[src/rtl/pwm_gen_pkg.sv]
package pwm_gen_pkg;
   localparam int NUM_EV  = 6;
   localparam int ACT_W   = 2;
   localparam int WORD_W  = NUM_EV * ACT_W;
   // event index doubles as priority: lower index wins
   localparam int EV_ZERO = 0;
   localparam int EV_LOAD = 1;
   localparam int EV_AU   = 2;
   localparam int EV_AD   = 3;
   localparam int EV_BU   = 4;
   localparam int EV_BD   = 5;

   typedef enum logic [ACT_W-1:0] {
      ACT_KEEP = 2'b00,
      ACT_FLIP = 2'b01,
      ACT_LOW  = 2'b10,
      ACT_HIGH = 2'b11
   } act_e;
endpackage

[src/rtl/pwm_cnt.sv]
module pwm_cnt #(
   parameter int CNT_W = 16
) (
   input  logic             clk,
   input  logic             rst_n,
   input  logic             en,
   input  logic             updown,
   input  logic [CNT_W-1:0] load_val,
   output logic [CNT_W-1:0] cnt,
   output logic             dir_up
);
   localparam logic [CNT_W-1:0] ONE = CNT_W'(1);

   generate
      if (CNT_W < 2) begin : g_bad_width
         $error("pwm_cnt: CNT_W must be at least 2");
      end
   endgenerate

   logic up_q;

   always_ff @(posedge clk) begin
      if (!rst_n) begin
         cnt  <= '0;
         up_q <= 1'b0;
      end else if (en) begin
         if (!updown) begin
            up_q <= 1'b0;
            cnt  <= (cnt == '0) ? load_val : cnt - ONE;
         end else if (up_q) begin
            if (cnt >= load_val) begin
               up_q <= 1'b0;
               cnt  <= (cnt == '0) ? '0 : cnt - ONE;
            end else begin
               cnt  <= cnt + ONE;
            end
         end else begin
            if (cnt == '0) begin
               up_q <= (load_val != '0);
               cnt  <= (load_val == '0) ? '0 : ONE;
            end else begin
               cnt  <= cnt - ONE;
            end
         end
      end
   end

   assign dir_up = updown & up_q;

   // count-down reload after zero
   p_down_reload_r2: assert property (@(posedge clk) disable iff (!rst_n)
      (en && !updown && cnt == '0) |=> (cnt == $past(load_val)));

   // up/down mode always moves by exactly one
   p_updown_step_r3: assert property (@(posedge clk) disable iff (!rst_n)
      (en && updown && load_val != '0) |=>
         ((cnt == CNT_W'($past(cnt) + ONE)) || (cnt == CNT_W'($past(cnt) - ONE))));
endmodule

[src/rtl/pwm_evt.sv]
module pwm_evt
   import pwm_gen_pkg::*;
#(
   parameter int CNT_W = 16
) (
   input  logic              en,
   input  logic [CNT_W-1:0]  cnt,
   input  logic              dir_up,
   input  logic [CNT_W-1:0]  load_val,
   input  logic [CNT_W-1:0]  cmp_a,
   input  logic [CNT_W-1:0]  cmp_b,
   output logic [NUM_EV-1:0] ev
);
   localparam int NUM_CMP = 2;

   logic [NUM_CMP-1:0][CNT_W-1:0] thr;
   assign thr = {cmp_b, cmp_a};

   assign ev[EV_ZERO] = en && (cnt == '0);
   assign ev[EV_LOAD] = en && (cnt == load_val);

   generate
      for (genvar k = 0; k < NUM_CMP; k++) begin : g_cmp
         logic hit;
         assign hit                = en && (cnt == thr[k]);
         assign ev[EV_AU + 2*k]    = hit &  dir_up;
         assign ev[EV_AD + 2*k]    = hit & ~dir_up;
      end
   endgenerate
endmodule

[src/rtl/pwm_act_reg.sv]
module pwm_act_reg
   import pwm_gen_pkg::*;
(
   input  logic              clk,
   input  logic              rst_n,
   input  logic              wr,
   input  logic [WORD_W-1:0] wdata,
   input  logic              sync_mode,
   input  logic              sync_req,
   input  logic              zero,
   output logic [WORD_W-1:0] active
);
   logic [WORD_W-1:0] pending;
   logic              pend_v;
   logic              armed;
   logic              commit;

   assign commit = zero && pend_v && !wr && (!sync_mode || armed);

   always_ff @(posedge clk) begin
      if (!rst_n) begin
         pending <= '0;
         pend_v  <= 1'b0;
         armed   <= 1'b0;
         active  <= '0;
      end else begin
         armed <= sync_req | (armed & ~zero);
         if (wr) begin
            pending <= wdata;
            pend_v  <= 1'b1;
         end else if (commit) begin
            pend_v  <= 1'b0;
         end
         if (commit) active <= pending;
      end
   end

   // immediate mode transfers at zero
   p_imm_commit_r7: assert property (@(posedge clk) disable iff (!rst_n)
      (zero && pend_v && !wr && !sync_mode) |=> (active == $past(pending)));

   // synchronized mode holds without a request
   p_sync_wait_r8: assert property (@(posedge clk) disable iff (!rst_n)
      (sync_mode && !armed) |=> $stable(active));

   // a write never coincides with a transfer
   p_write_blocks_r9: assert property (@(posedge clk) disable iff (!rst_n)
      wr |=> $stable(active));
endmodule

[src/rtl/pwm_out_ctl.sv]
module pwm_out_ctl
   import pwm_gen_pkg::*;
(
   input  logic              clk,
   input  logic              rst_n,
   input  logic [NUM_EV-1:0] ev,
   input  logic [WORD_W-1:0] active,
   output logic              pwm
);
   act_e sel;
   logic nxt;

   always_comb begin
      sel = ACT_KEEP;
      for (int i = NUM_EV - 1; i >= 0; i--) begin
         if (ev[i]) sel = act_e'(active[i*ACT_W +: ACT_W]);
      end
   end

   always_comb begin
      unique case (sel)
         ACT_FLIP: nxt = ~pwm;
         ACT_LOW:  nxt = 1'b0;
         ACT_HIGH: nxt = 1'b1;
         default:  nxt = pwm;
      endcase
   end

   always_ff @(posedge clk) begin
      if (!rst_n) pwm <= 1'b0;
      else        pwm <= nxt;
   end

   // no event, no change
   p_hold_r6: assert property (@(posedge clk) disable iff (!rst_n)
      (ev == '0) |=> $stable(pwm));

   // zero event dominates everything else
   p_zero_first_r5: assert property (@(posedge clk) disable iff (!rst_n)
      (ev[EV_ZERO] && active[1:0] == 2'b11) |=> pwm);
endmodule

[src/rtl/pwm_action_gen.sv]
module pwm_action_gen
   import pwm_gen_pkg::*;
#(
   parameter int CNT_W = 16
) (
   input  logic              clk,
   input  logic              rst_n,
   input  logic              cnt_en,
   input  logic              mode_updown,
   input  logic [CNT_W-1:0]  load_val,
   input  logic [CNT_W-1:0]  cmp_a,
   input  logic [CNT_W-1:0]  cmp_b,
   input  logic              act_wr,
   input  logic [11:0]       act_wdata,
   input  logic              sync_mode,
   input  logic              sync_req,
   output logic              pwm_out,
   output logic [5:0]        evt
);
   generate
      if (WORD_W != 12) begin : g_bad_word
         $error("pwm_action_gen: action word must be 12 bits");
      end
   endgenerate

   logic [CNT_W-1:0]  cnt;
   logic              dir_up;
   logic [NUM_EV-1:0] ev;
   logic [WORD_W-1:0] active;

   pwm_cnt #(.CNT_W(CNT_W)) u_cnt (
      .clk(clk), .rst_n(rst_n), .en(cnt_en), .updown(mode_updown),
      .load_val(load_val), .cnt(cnt), .dir_up(dir_up)
   );

   pwm_evt #(.CNT_W(CNT_W)) u_evt (
      .en(cnt_en), .cnt(cnt), .dir_up(dir_up), .load_val(load_val),
      .cmp_a(cmp_a), .cmp_b(cmp_b), .ev(ev)
   );

   pwm_act_reg u_act (
      .clk(clk), .rst_n(rst_n), .wr(act_wr), .wdata(act_wdata),
      .sync_mode(sync_mode), .sync_req(sync_req), .zero(ev[EV_ZERO]),
      .active(active)
   );

   pwm_out_ctl u_out (
      .clk(clk), .rst_n(rst_n), .ev(ev), .active(active), .pwm(pwm_out)
   );

   assign evt = ev;

   // rising-tagged compares never appear when counting down only
   p_no_rise_r4: assert property (@(posedge clk) disable iff (!rst_n)
      !mode_updown |-> (!evt[EV_AU] && !evt[EV_BU]));

   // halted counter raises no events
   p_idle_quiet_r1: assert property (@(posedge clk) disable iff (!rst_n)
      !cnt_en |-> (evt == '0));
endmodule

[config.mk]
export PLATFORM = sky130hd
export DESIGN_NAME = pwm_action_gen
export DESIGN_NICKNAME = d
export VERILOG_FILES = /design/src/rtl/pwm_gen_pkg.sv /design/src/rtl/pwm_cnt.sv /design/src/rtl/pwm_evt.sv /design/src/rtl/pwm_act_reg.sv /design/src/rtl/pwm_out_ctl.sv /design/src/rtl/pwm_action_gen.sv
export SDC_FILE = /design/constraint.sdc
export NUM_CORES = 1
export LEC_CHECK = 0
export ABC_CLOCK_PERIOD_IN_PS = 3700
export BUFFER_PORTS_ARGS = -buffer_cell sky130_fd_sc_hd__buf_2
export CAP_MARGIN = 20
export CORE_MARGIN = 2
export CORE_UTILIZATION = 51
export CTS_BUF_LIST = sky130_fd_sc_hd__clkbuf_16
export CTS_CLUSTER_SIZE = 10
export DETAILED_ROUTE_END_ITERATION = 8
export PLACE_DENSITY = 0.75
export SKIP_LAST_GASP = 1
export SLEW_MARGIN = 20
export SYNTH_ARGS = -nofsm -noshare
export SYNTH_HDL_FRONTEND = slang
export SYNTH_SLANG_ARGS = --single-unit
[constraint.sdc]
create_clock -name clk -period 3.7 [get_ports clk]
set_input_delay 1.11 -clock clk [delete_from_list [all_inputs] [get_ports clk]]
set_output_delay 1.11 -clock clk [all_outputs]
set_load 0.05 [all_outputs]
**After elaboration in Yosys (flattened, before gate mapping)**

Index checks and enable logic that the tools add are counted.
Widths: inputs -> output; s select.

- Divide/modulo/power cells: 0
- Multiplexer cells: 20
- Add/subtract/negate cells: 2
- Equal/unequal tests: 6
- Shifts and indexed selects: 0
- Bitwise gates (word level): 10
- Reduce and logical (&&, ||, !) cells: 15
- $mul: 0
- Magnitude comparators: 1

Operator list:

| cell | count |
|---|---|
| $mux 16 | 6 |
| $eq 16x16->1 | 3 |
| $logic_not 16->1 | 2 |
| $add 16x1->16 const B | 1 |
| $ge 16x16->1 | 1 |
| $reduce_bool 16->1 | 1 |
| $sub 16x1->16 const B | 1 |
| $mux 2 | 6 |
| $logic_and 1x1->1 | 7 |
| $mux 1 | 7 |
| $and 1x1->1 | 6 |
| $eq 2x2->1 const B | 2 |
| $not 1->1 | 3 |
| $pmux 1 s3 | 1 |
| $reduce_bool 3->1 | 1 |
| $eq 2x1->1 const B | 1 |
| $logic_not 1->1 | 2 |
| $reduce_bool 2->1 | 1 |
| $logic_or 1x1->1 | 1 |
| $or 1x1->1 | 1 |

- Memories: 0
- Bits of input ports: 67
- Word-level logic and storage cells: 61
- Memory bits (writable): 0
- Output and inout bits: 7
- Register bits: 44
- ROM bits: 0
- Bits in latches: 0

**Longest topological paths before layout**

Gate-level depths: netlist of the first run.

- Depth in word-level cells: 11
- Mapped depth: 12
- Mapped depth without buffers: 9

**Cells and area by module**

From an unflattened synthesis of the first run, not the netlist that was laid out.

- Cell total of the unflattened synthesis: 509
- Area, all modules: 4033.9 µm²

By module, submodules not included:

| module | cells an instance | times used | area an instance (µm²) | sequential area each (µm²) |
|---|---|---|---|---|
| pwm_cnt | 299 | 1 | 2215.9 | 340.3 |
| pwm_act_reg | 100 | 1 | 1026.0 | 520.5 |
| pwm_evt | 84 | 1 | 628.1 | 0.0 |
| pwm_out_ctl | 26 | 1 | 163.9 | 20.0 |

**Least setup slack after synthesis of the first run**

OpenSTA, ideal clock, no wires.

- Path type: input port to output port
- Start: input port cmp_a[13]
- End: output port evt[3]
- Cell stages on the path: 5
- Path buffers: 0
- Required time: 2.590 ns
- Setup slack: -0.344 ns
- Data arrival time: 2.934 ns
- Cells stage by stage: xor2_1 nor4_1 nand2_1 or4_1 a21oi_1

- Cells in the longest elaborated chain, start to end: 3

RTL lines:

| element | line | text |
|---|---|---|
| start, declared | pwm_action_gen.sv:11 | `input logic [CNT_W-1:0] cmp_a,` |
| $eq 16x16->1 | pwm_evt.sv:25 | `assign hit = en && (cnt == thr[k]);` |
| $logic_and 1x1->1 | pwm_evt.sv:25 |  |
| $and 1x1->1 | pwm_evt.sv:27 | `assign ev[EV_AD + 2*k] = hit & ~dir_up;` |
| end, declared | pwm_action_gen.sv:18 | `output logic [5:0] evt` |

No other way between the ends.

**Final worst setup path of the first run**

- Start: input port cmp_a[3]
- End: output port evt[3]

The elaborated chain is that of the path after synthesis.

==> results of run 1 <==
## metal layers
layer	vias to the layer above	share of wire (%)	global-route usage, %
met2	210	46	50.84
met3	65	7.7	4.801
li1	1942	-	-
met5	-	0	0
met1	1885	41	41.37
met4	0	5.8	16.28
## power by group
group | internal (W) | switching [W]
combinational | 0.000328 | 0.000406
sequential | 0.000509 | 0.0000678
clock | 0.000321 | 0.000211
total | 0.00116 | 0.000685
## sequential cells by signal, summed over array words and instances (netlist names)
| signal | count |
|---|---|
| u_act.armed | 1 |
| u_act.pend_v | 1 |
| u_cnt.up_q | 1 |
| u_act.pending | 12 |
| u_act.active | 12 |
| u_out.pwm | 1 |
| u_cnt.cnt | 16 |
## final timing paths
path                                startpoint                           end  slack, ps  cells past startpoint
hold / removal    u_act.active[5]$_SDFFE_PN0P_  u_act.active[5]$_SDFFE_PN0P_        490                      2
hold reg to reg   u_act.active[5]$_SDFFE_PN0P_  u_act.active[5]$_SDFFE_PN0P_        490                      2
setup reg to reg     u_cnt.cnt[3]$_SDFFE_PN0P_     u_cnt.cnt[8]$_SDFFE_PN0P_        620                     10
setup / recovery                      cmp_a[3]                        evt[3]         40                      7
## worst min-delay path: cells and delay by family (launching register included)
family           cells  cell delay (ps)
DFF                  1              330
muxes                1               60
and+or+nand+nor      1               70
## through the flow
stage,worst slack (ps),TNS [ps],total power [W],area [sq um],hold slack [ps]
global route,-25.00,-54.61,0.001931,4857,525.6
CTS,-10.58,-10.58,0.001798,4722,496.1
finish,35.99,0,0.001844,4857,491.1
floorplan,-60.18,-85.64,0.001011,3717,451.8
detailed placement,-315.9,-895.3,0.001269,4478,479.3
global placement,-330.5,-942.1,0.001250,4478,462.1
## cell type report
cell class | count | share of cell area, %
clock inverter | 3 | 0.9531
multi-input combinational | 379 | 56.03
clock buffer | 5 | 2.576
timing repair buffer | 133 | 17.98
tap | 99 | 2.550
sequential | 44 | 18.13
inverter | 23 | 1.777
## placed cells by master, fill, tap and decap left out, types with 3 or more instances in the layout
cell | synthesis | layout
sky130_fd_sc_hd__xor2_1 | 23 | 18
sky130_fd_sc_hd__buf_6 | 2 | 6
sky130_fd_sc_hd__nor3_1 | 12 | 12
sky130_fd_sc_hd__xor2_2 | 0 | 4
sky130_fd_sc_hd__nand4b_1 | 3 | 3
sky130_fd_sc_hd__buf_2 | 11 | 65
sky130_fd_sc_hd__buf_4 | 1 | 60
sky130_fd_sc_hd__o32ai_1 | 3 | 3
sky130_fd_sc_hd__a21o_1 | 4 | 4
sky130_fd_sc_hd__inv_1 | 22 | 22
sky130_fd_sc_hd__o22ai_1 | 4 | 4
sky130_fd_sc_hd__or3_1 | 4 | 3
sky130_fd_sc_hd__nor2_1 | 55 | 53
sky130_fd_sc_hd__dfxtp_1 | 44 | 44
sky130_fd_sc_hd__nor4_2 | 1 | 3
sky130_fd_sc_hd__or4_1 | 4 | 3
sky130_fd_sc_hd__nor4_1 | 15 | 12
sky130_fd_sc_hd__nand4_1 | 10 | 10
sky130_fd_sc_hd__o211ai_1 | 8 | 8
sky130_fd_sc_hd__ha_1 | 18 | 16
sky130_fd_sc_hd__nand3_1 | 14 | 14
sky130_fd_sc_hd__nor2b_1 | 4 | 4
sky130_fd_sc_hd__clkbuf_16 | 0 | 5
sky130_fd_sc_hd__nand2b_1 | 3 | 3
sky130_fd_sc_hd__mux2i_1 | 31 | 31
sky130_fd_sc_hd__and3_1 | 6 | 5
sky130_fd_sc_hd__a21oi_1 | 24 | 22
sky130_fd_sc_hd__a221oi_1 | 5 | 5
sky130_fd_sc_hd__xnor2_1 | 19 | 19
sky130_fd_sc_hd__o21ai_0 | 19 | 19
sky130_fd_sc_hd__a31oi_1 | 10 | 10
sky130_fd_sc_hd__nand2_1 | 39 | 39
## logic make-up after synthesis
logic type / synth area share (%)
and+or+nand+nor: 26.68
AOI/OAI and AO/OA: 17.80
xor gates and xnor gates: 9.929
muxes: 8.983
DFF: 23.78
adders and majority gates: 6.079
buffers and inverters: 6.754
## what timing repair did
| action | in CTS | in global routing |
|---|---|---|
| hold buffers | 0 | 0 |
| buffers inserted | 0 | 2 |
| gates resized for setup | 17 | 16 |
| pin swaps | 6 | 7 |
| endpoints found under the setup margin | 5 | 5 |
==> results, run 1 <==
- The clock skew is 10.62 ps.
- The worst setup path is launched from a primary input.
- The die covers 0.007962 sq mm.
- TritonCTS built the clock tree.
- The max-slew violation count is 0.
- Setup violations remaining at the end of the flow were counted as 0.
- The routed length per placed instance is 18.20 um.
- The first global-routing pass estimated 19280 um of wire.
- The clock passes through at most 2 buffers.
- The maximum fanout along the worst path is 3.
- Once the floorplan was initialized, standard cells occupied 51.91% of the core.
- The number of antenna violations at the first check in global routing is 0.
- For this run, design rule violations remaining after detail routing come to 0.
- Setup repair after global routing could not meet its margin everywhere.
- The post-route fraction of the period consumed by the critical path is 99.03%.
- The floorplan step defined a core boundary enclosing 0.007137 sq mm.
- Summed over all cells, the static leakage comes to 2.100 nW.
- The most common cell in the netlist is sky130_fd_sc_hd__nor2_1.
- The slowest stage of the critical path is the sky130_fd_sc_hd__or4_4 cell.
- The global-route usage over all layers is 31.75%.
- The worst slew slack as a fraction of its limit is 52.92%.
- Together, buffers and inverters on the worst path number 2.
- The violation count after the first detailed-route iteration is 401.
- The count of nets left with antenna violations once routing finished came out at 0.
- Entering global routing, the biggest net connects 33 pins.
- In this run the mean area of a mapped cell was 7.702 sq um.
- The share of the synthesized area in the top cell type is 23.78%.
- The worst path required time is 2590 ps.
- The routed layout has 4102 vias.
- The number of antenna diodes in the final layout is 0.
- The netlist uses 66 different library cells.
- Summing all flip-flop and latch instances after layout gives 880.8 sq um.
- The detailed placement HPWL is 9431 um.
- The instance count of the mapped netlist is 481.
- The post-route core utilization is 68.06%.
- In this run, synthesis inferred 0 flip-flops with an integrated enable.
- Using the TritonRoute via totals, the vias-per-cell ratio works out to 5.980.
- The start-to-end type of the worst setup path is primary input to output port.
- The largest area contributor in the synthesized netlist is sky130_fd_sc_hd__dfxtp_1.
- The fraction of final layout cells sized beyond drive strength 1 is 28.96%.
- At the pin with the least slew margin, the transition time is 697.0 ps.
- Across the VDD grid, the largest voltage drop is 0.2053 mV.
- The number of nets in the synthesized netlist is 566.
- The power per standard cell area is 379.7 mW/mm^2.
- The layout has 640 filler cells.
- The total count of hold-check failures in the final report is 0.
- Timing would allow up to 272.9 MHz.
- The later-pin clock latency in the skew report is 300 ps.
- The critical path's top delay family is simple AND/OR/NAND/NOR gates.
- Summing all multi-input logic gate instances after layout gives 0.002721 sq mm.
- From left edge to right edge, the die measures 89.23 um.
- The tree built by TritonCTS fans out to 44 sinks.
- The register clock-pin slew on the reported worst setup and hold paths is 70 ps.
- The count of cells in the finished layout, fillers not included, comes to 686.
- For this run, the slowest stage of the critical path takes 470 ps.
- The run finished with clean final reports.
- The path class of the lowest-slack min-delay path is flip-flop to flip-flop.
- The data arrival at the endpoint of the critical path is 2550 ps.
- The number of storage elements in the synthesis netlist is 44.
- CTS built an H-tree with a depth of 2.
- Ranked by total cell area, the synthesized netlist is headed by sky130_fd_sc_hd__dfxtp_1 24%, sky130_fd_sc_hd__mux2i_1 8.4%, sky130_fd_sc_hd__ha_1 6.1%, sky130_fd_sc_hd__nor2_1 5.6%, sky130_fd_sc_hd__xor2_1 5.4%.
- The clock root buffer master is sky130_fd_sc_hd__clkbuf_16.
- The die extent in y is 89.23 um.
- The overflow left after global routing is 0.
- The synthesis warning total is 0.
- Counting instances in the post-synthesis netlist gives the leading cell types as 55 x sky130_fd_sc_hd__nor2_1, 44 x sky130_fd_sc_hd__dfxtp_1, 39 x sky130_fd_sc_hd__nand2_1.
- For the finished layout, the period the worst path requires is 3664 ps.
- STA classifies the critical path endpoint as an output port.
- The post-synth design cell area is 0.003705 sq mm.
- In the synthesized netlist the dominant register cell turns out to be sky130_fd_sc_hd__dfxtp_1.
- The first-pass detailed-route iteration total is 5.
- The post-synthesis async set-or-reset flop share is 0%.
- In this run, placement finished with an instance count of 676.
- The number of buffers added by the clock tree synthesis step is 5.
- The last weighted congestion value of the routability-driven placer is 1.003.
- The count of buffers added on input and output ports is 73.
- The number of nets in the layout is 671.
- From synthesis to final layout, the design area changed by 31.10%.
- The floorplan has 31 rows.
- The post-detailed-routing wire length is 12490 um.
- In this run the count of I/O pins placed on the die edge is 74.
- The via count of the first global-routing pass is 3911.
- The max-capacitance violation count is 0.
- The signal on the critical path passes through buf_2 > xor2_2 > nor4_4 > nand2_1 > or4_4 > a21oi_4 > buf_6.
- After synthesis, flip-flops and latches occupy 23.78% of the total area.
Power figures use the tool's default switching activity.
==> inputs of run 2 (changes only) <==
==> constraint.sdc (replaced) <==
create_clock -name clk -period 3.7 [get_ports clk]
set_input_delay 0.37 -clock clk [delete_from_list [all_inputs] [get_ports clk]]
set_output_delay 0.37 -clock clk [all_outputs]
set_load 0.05 [all_outputs]
==> run 2 against run 1 <==
Worst hold slack worse by 200 ps. Flip-flop and latch count stayed put. First-iteration DRC count is 3.2% lower. Total power is 6.0% lower. Critical path type is now flip-flop to output port. Largest cell class unchanged. Clock skew is 6.5 ps lower. Clock-buffer cell count stayed put. Core utilization is 7.8 points lower.
==> results, run 2 (synthesis gave the netlist of run 1 again) <==
- The run finished with clean final reports.
- The placeable core region is 0.007137 sq mm.
- The source of the worst register-to-register timing path is u_cnt.cnt[1]$_SDFFE_PN0P_.
- The later-pin clock latency in the skew report is 290 ps.
- The capturing element type of the critical path is an output port.
- In this run the critical register-to-register path is captured at u_cnt.cnt[2]$_SDFFE_PN0P_.
- The number of levels in the clock H-tree is 2.
- Together, buffers and inverters on the worst path number 2.
- Max-cap violations in this run came to 0.
- The worst-case reg-to-reg path depth is 8.
- The remaining design rule violation count is 0.
- The CTS tree is yes.
- The routed layout has 3896 vias.
- For this run, the share of the core covered by cells in the final layout is 60.24%.
- In the final layout, the registers with the most flip-flops are u_cnt.cnt: 16 flops, u_act.active: 12 flops, u_act.pending: 12 flops.
- Summed over all cells, the static leakage comes to 1.852 nW.
- The post-route fraction of the period consumed by the critical path is 89.98%.
- Setup repair after global routing left no endpoint under its margin.
- The first-pass detailed-route iteration total is 5.
- The final critical delay including setup and external delays is 3329 ps.
- By startpoint and endpoint, the worst setup path is classified as flip-flop to output port.
- The number of antenna violations at the first check in global routing is 0.
- The worst path required time is 3330 ps.
- The terminating pin of the worst hold path is u_act.armed$_SDFF_PN0_.
- The vias per cell is 6.097.
- The area used by multi-input combinational logic is 0.002574 sq mm.
- The data arrival at the endpoint of the critical path is 2960 ps.
- STA classifies the critical path startpoint as a flip-flop.
- The clock root buffer master is sky130_fd_sc_hd__clkbuf_16.
- The maximum clock insertion buffer count is 2.
- The maximum fanout along the worst path is 11.
- In this run the most critical hold path is launched from sync_req.
- Among all stages on the critical path, the largest delay is contributed by sky130_fd_sc_hd__or2_1.
- The starting density of the core is 51.91%.
- The filler cells instantiated in the layout total 679.
- The power per standard cell area is 403.1 mW/mm^2.
- Leaving out fill and tap cells, the most frequent cell in the layout is sky130_fd_sc_hd__buf_2.
- The path class of the tightest hold or removal check is primary input to flip-flop.
- The overflow left after global routing is 0.
- The standard-cell row count is 31.
- The flip-flop and latch area is 880.8 sq um.
- The clock net in this run drives a total of 44 sinks.
- Measured along the y axis, the die boundary spans 89.23 um.
- The last weighted congestion value of the routability-driven placer is 0.9312.
- In this run, CTS created clock tree buffers numbering 5.
- Counting instances, the worst hold path has a depth of 3.
- The via count of the first global-routing pass is 3489.
- Clock-pin slew was measured on the worst setup and hold paths at 70 ps.
- The floorplan die area is 0.007962 sq mm.
- In this run, post-CTS repair resized a total of 0 instances.
- The worst pin sits at a relative slew slack of 56.28%.
- The first-pass GRT wire length is 18100 um.
- The count of inserted antenna diode cells is 0.
- The final antenna-violating net count is 0.
- Between clock sinks in the finished design, the worst skew comes to 4.101 ps.
- The total of buffers placed on input and output ports is 73.
- The max-slew violation count is 0.
- After detailed routing, the average wire length per cell comes to 18.12 um.
- The post-detailed-routing wire length is 11580 um.
- The critical path's top delay family is simple AND/OR/NAND/NOR gates.
- The register with the most flip-flops in the layout has 16 of them.
- The top register by number of flip-flops is u_cnt.cnt.
- The design draws 0.001733 W.
- The global-route usage over all layers is 29.68%.
- The final number of setup-violating endpoints is 0.
- After the first detailed-routing iteration, the DRC count stood at 388.
- Setup slack on the worst reg-to-reg path comes out at 510 ps.
- The detailed placement HPWL is 8664 um.
- The top cell types in the final layout, fill and taps aside, are 73 x sky130_fd_sc_hd__buf_2, 55 x sky130_fd_sc_hd__nor2_1, 44 x sky130_fd_sc_hd__dfxtp_1.
- The x dimension of the die is 89.23 um.
- Of the cells placed in the final design, the portion with a size suffix greater than 1 is 19.63%.
- Pin placement for this block handled 74 I/O pins.
- The total count of hold-check failures in the final report is 0.
- The highest cell delay on the worst timing path is 510 ps.
- Derived from the worst setup path, the maximum achievable clock frequency is 300.4 MHz.
- At the pin with the least slew margin, the transition time is 650.8 ps.
- The critical path goes through inv_1 > ha_1 > nor4b_4 > nand4_2 > or2_1 > nor2_1 > buf_2.
- Entering global routing, the biggest net connects 36 pins.
- Adding up every negative setup slack in the final design gives 0 ps.
- From synthesis to final layout, the design area changed by 16.04%.
- For this design, the CTS-stage hold fixing added 0 buffers.
- Across the VDD grid, the largest voltage drop is 0.2235 mV.
- The post-CTS setup buffer count is 0.
- At the end of the flow, the number of nets in the layout was 624.
==> run 2: changes by cell type in the layout (fill, tap and decap cells not counted), sizes merged <==
cell / delta
buf: -47
==> run 2: metrics by stage <==
stage	hold WS (ps)	worst slack (ps)	instances	cell area, sq um
floorplan	451.8	1031	481	3705
global placement	461.7	639.6	631	4128
detailed placement	481.9	500.2	631	4128
CTS	300.5	444.3	639	4299
global route	320.2	220.4	639	4299
finish	295.4	370.8	639	4299
==> run 2: worst max-delay path by stage <==
stage | startpoint | to | slack [ps] | cells after the start
2_1_floorplan | u_cnt.cnt[12]$_SDFFE_PN0P_ | evt[3] | 1030 | 6
3_3_place_gp | u_cnt.cnt[1]$_SDFFE_PN0P_ | u_cnt.cnt[2]$_SDFFE_PN0P_ | 640 | 8
3_5_place_dp | u_cnt.cnt[1]$_SDFFE_PN0P_ | u_cnt.cnt[2]$_SDFFE_PN0P_ | 500 | 8
4_1_cts | u_cnt.cnt[1]$_SDFFE_PN0P_ | evt[0] | 440 | 7
5_1_grt | u_cnt.cnt[1]$_SDFFE_PN0P_ | evt[0] | 220 | 7
6_report | u_cnt.cnt[1]$_SDFFE_PN0P_ | evt[0] | 370 | 7
==> run 2: cell type report <==
cell class                      count  area share [%]
Timing Repair Buffer               86           10.77
Sequential cell                    44           20.49
Clock inverter                      3           1.077
Inverter                           23           2.008
Tap cell                           99           2.881
Multi-Input combinational cell    379           59.87
Clock buffer                        5           2.910
==> run 2: metal layers <==
layer | routed length (um) | track usage, % | vias up
met5 | 0 | 0 | -
met4 | 301 | 10.31 | 0
li1 | - | - | 1853
met2 | 5183 | 45.72 | 203
met1 | 5067 | 41.65 | 1816
met3 | 1023 | 5.355 | 24
==> run 2: worst reg2reg max path: stages, from the launching register on <==
cell and delay (ps):
sky130_fd_sc_hd__dfxtp_1 580, sky130_fd_sc_hd__ha_1 330, sky130_fd_sc_hd__nor2b_1 140, sky130_fd_sc_hd__o211a_1 210
sky130_fd_sc_hd__o41ai_1 490, sky130_fd_sc_hd__and3_1 610, sky130_fd_sc_hd__nor2_1 150, sky130_fd_sc_hd__a221o_1 330
sky130_fd_sc_hd__a32o_1 260
==> run 2: report_power, final <==
part | internal [W] | switching [W] | leakage (nW)
logic | 0.000258 | 0.000354 | 1.41
registers | 0.000509 | 0.0000794 | 0.360
clock network | 0.000322 | 0.000211 | 0.0804
total | 0.00109 | 0.000644 | 1.85
==> inputs of run 3 (changes only) <==
- ABC_CLOCK_PERIOD_IN_PS: 3700 -> 3300
- clock period: 3.7 -> 3.3 ns (I/O delays scaled with it)
==> run 3 against run 2 <==
Critical path depth increased by 1. Sequential share of layout area down 0.43 points. Combinational power rose by 26%. Wire length down 1.2%. Worst hold slack worse by 47 ps. Global-route usage shrank 0.11 points. Final cell count rose by 1.9%.
==> results, run 3 (synthesis gave the netlist of run 1 again) <==
- The violation count after the first detailed-route iteration is 408.
- The count of nets left with antenna violations once routing finished came out at 0.
- The number of clock buffers added by TritonCTS is 5.
- The via count of the first global-routing pass is 3834.
- Leaving out fill and tap cells, the most frequent cell in the layout is sky130_fd_sc_hd__buf_2.
- The worst path required time is 2970 ps.
- The clock root buffer master is sky130_fd_sc_hd__clkbuf_16.
- The number of vias in the routed layout is 3921.
- The number of antenna violations at the first check in global routing is 0.
- The count of inserted antenna diode cells is 0.
- The later-pin clock latency in the skew report is 290 ps.
- The post-detailed-routing wire length is 11440 um.
- 74 I/O pins were placed.
- The final number of setup-violating endpoints is 0.
- The overflow left after global routing is 0.
- After routing, the total negative slack on setup checks comes to 0 ps.
- In this run the static leakage power is 1.919 nW.
- The total of buffers placed on input and output ports is 73.
- The clock share of power is 30.3%.
- Combinational logic is responsible for 39.2% of the overall power.
- The die is 89.23 um wide.
- For this run, the top clock speed supported by timing is 335.5 MHz.
- The top cell types in the final layout, fill and taps aside, are 73 x sky130_fd_sc_hd__buf_2, 55 x sky130_fd_sc_hd__nor2_1, 44 x sky130_fd_sc_hd__dfxtp_1.
- The switching share of total power is 36.64%.
- The remaining design rule violation count is 0.
- At the end of routability-driven placement, the weighted congestion stood at 1.001.
- The post-route core utilization is 61.52%.
- The post-CTS setup buffer count is 0.
- Sequential cells account for 30.6% of the total power.
- In this run, post-CTS hold repair placed 0 buffers.
- The worst setup path is captured at an output port.
- TritonCTS built the clock tree.
- The register with the most flip-flops in the final layout is u_cnt.cnt.
- The maximum clock insertion buffer count is 2.
- Cell internal power was estimated by the tool at 0.001245 W.
- The largest registers in the layout are u_cnt.cnt: 16 flops, u_act.active: 12 flops, u_act.pending: 12 flops.
- The maximum fanout along the worst path is 9.
- The start-to-end type of the worst setup path is flip-flop to output port.
- The max-slew violation count was 0.
- Measured against its own limit, the worst slew margin works out to 60.94%.
- The number of flip-flops in the largest register is 16.
- For this design the ratio of total power to cell area is 447.6 mW/mm^2.
- The fraction of final layout cells sized beyond drive strength 1 is 21.38%.
- After detailed routing, the number of vias per cell comes to 6.023.
- Hold timing on the final database bottoms out at a slack of 248.3 ps.
- Once placement finished, the instance area stood at 0.004218 sq mm.
- After the last flow step, the layout net total stands at 636.
- Counting every sink on the clock net gives 44.
- The flow ran to the end, and the final reports show no timing, DRC or antenna violations.
- The tightest min-delay check is of the primary input to flip-flop type.
- The area used by multi-input combinational logic is 0.002574 sq mm.
- On the final layout, the worst clock skew is 3.926 ps.
- Once layout is done, the placed cells without fillers occupy 0.004390 sq mm.
- STA classifies the critical path startpoint as a flip-flop.
- The post-route fraction of the period consumed by the critical path is 90.32%.
- In this run the number of H-tree levels came out at 2.
- The total area inside the core boundary comes to 0.007137 sq mm.
- Entering global routing, the biggest net connects 34 pins.
- After clock tree synthesis, the clock-pin slew on the worst setup and hold paths is 70 ps.
- The analysis attributes to net switching a power of 0.0007200 W.
- In the global route stage, overall resource usage came out at 29.57%.
- The first global-routing pass estimated 18350 um of wire.
- The actual slew at the worst max-slew pin is 578.3 ps.
- Setup repair after global routing left no endpoint under its margin.
- In the final layout, flip-flops and latches occupy 880.8 sq um.
- The number of cells upsized or downsized after cts is 0.
- The worst supply voltage drop on vdd is 0.2564 mV.
- Measured along the y axis, the die boundary spans 89.23 um.
- The area growth from synthesis to final layout is 18.51%.
- The total count of hold-check failures in the final report is 0.
- Summed over all nets, the half-perimeter wirelength after detailed placement is 8699 um.
- Dividing the detail-routed wire length by the instance count gives 17.57 um.
- The number of filler instances in the final layout is 675.
- The standard-cell row count is 31.
- The starting density of the core is 51.91%.
- The data arrival at the endpoint of the critical path is 2650 ps.
- The die covers 0.007962 sq mm.
- Across the run, the number of max-cap violations was 0.
- The final critical delay including setup and external delays is 2981 ps.
- The first-pass detailed-route iteration total is 6.
run 3: cell types whose count changed in the layout (fill, tap and decap cells not counted):
| cell | change |
|---|---|
| sky130_fd_sc_hd__clkinvlp_4 | -1 |
| sky130_fd_sc_hd__clkinv_4 | +2 |
| sky130_fd_sc_hd__buf_4 | +12 |
| sky130_fd_sc_hd__inv_6 | -1 |
run 3: stage by stage:
step           worst slack, ps  total power [W]  instances
6_report                 319.4         0.001965        651
5_1_grt                  157.1         0.002058        651
4_1_cts                  357.1         0.001946        651
3_5_place_dp             369.1         0.001358        643
3_3_place_gp             448.0         0.001341        643
2_1_floorplan            671.0         0.001133        481
run 3: cell type report:
cell class,count,share of cell area (%)
Timing Repair Buffer,98,12.60
Clock inverter,3,1.083
Clock buffer,5,2.850
Sequential cell,44,20.06
Inverter,23,1.966
Multi-Input combinational cell,379,58.62
Tap cell,99,2.821
run 3: critical path, stage by stage, from the launching register on:
cell	delay, ps
sky130_fd_sc_hd__dfxtp_1	320
sky130_fd_sc_hd__buf_4	180
sky130_fd_sc_hd__inv_1	100
sky130_fd_sc_hd__ha_1	290
sky130_fd_sc_hd__nor4b_4	310
sky130_fd_sc_hd__nand4_2	310
sky130_fd_sc_hd__or2_1	340
sky130_fd_sc_hd__nor2_1	200
sky130_fd_sc_hd__buf_2	310
run 3: routing by layer:
| metal | track usage (%) | part of all wire, % |
|---|---|---|
| met1 | 38.33 | 41 |
| met2 | 47.95 | 45 |
| met3 | 4.894 | 10 |
| met4 | 13.70 | 3.6 |
| met5 | 0 | 0 |
run 3: final timing paths:
check                                          startpoint                   endpoint  slack (ps)  depth (start not counted)
worst max-delay path            u_cnt.cnt[1]$_SDFFE_PN0P_                     evt[0]         320                          8
worst min-delay path                             sync_req     u_act.armed$_SDFF_PN0_         250                          3
worst min register to register     u_act.armed$_SDFF_PN0_     u_act.armed$_SDFF_PN0_         480                          2
worst max register to register  u_cnt.cnt[1]$_SDFFE_PN0P_  u_cnt.cnt[7]$_SDFFE_PN0P_         420                         10
run 3: power by group through the flow:
stage | Combinational (W) | Clock, W | Sequential, W
after floorplan | 0.000521 | 0 | 0.000612
after global placement | 0.000731 | 0 | 0.000610
after detailed placement | 0.000747 | 0 | 0.000612
after CTS | 0.000751 | 0.000595 | 0.000600
after global routing | 0.000837 | 0.000616 | 0.000605
final | 0.000770 | 0.000594 | 0.000601
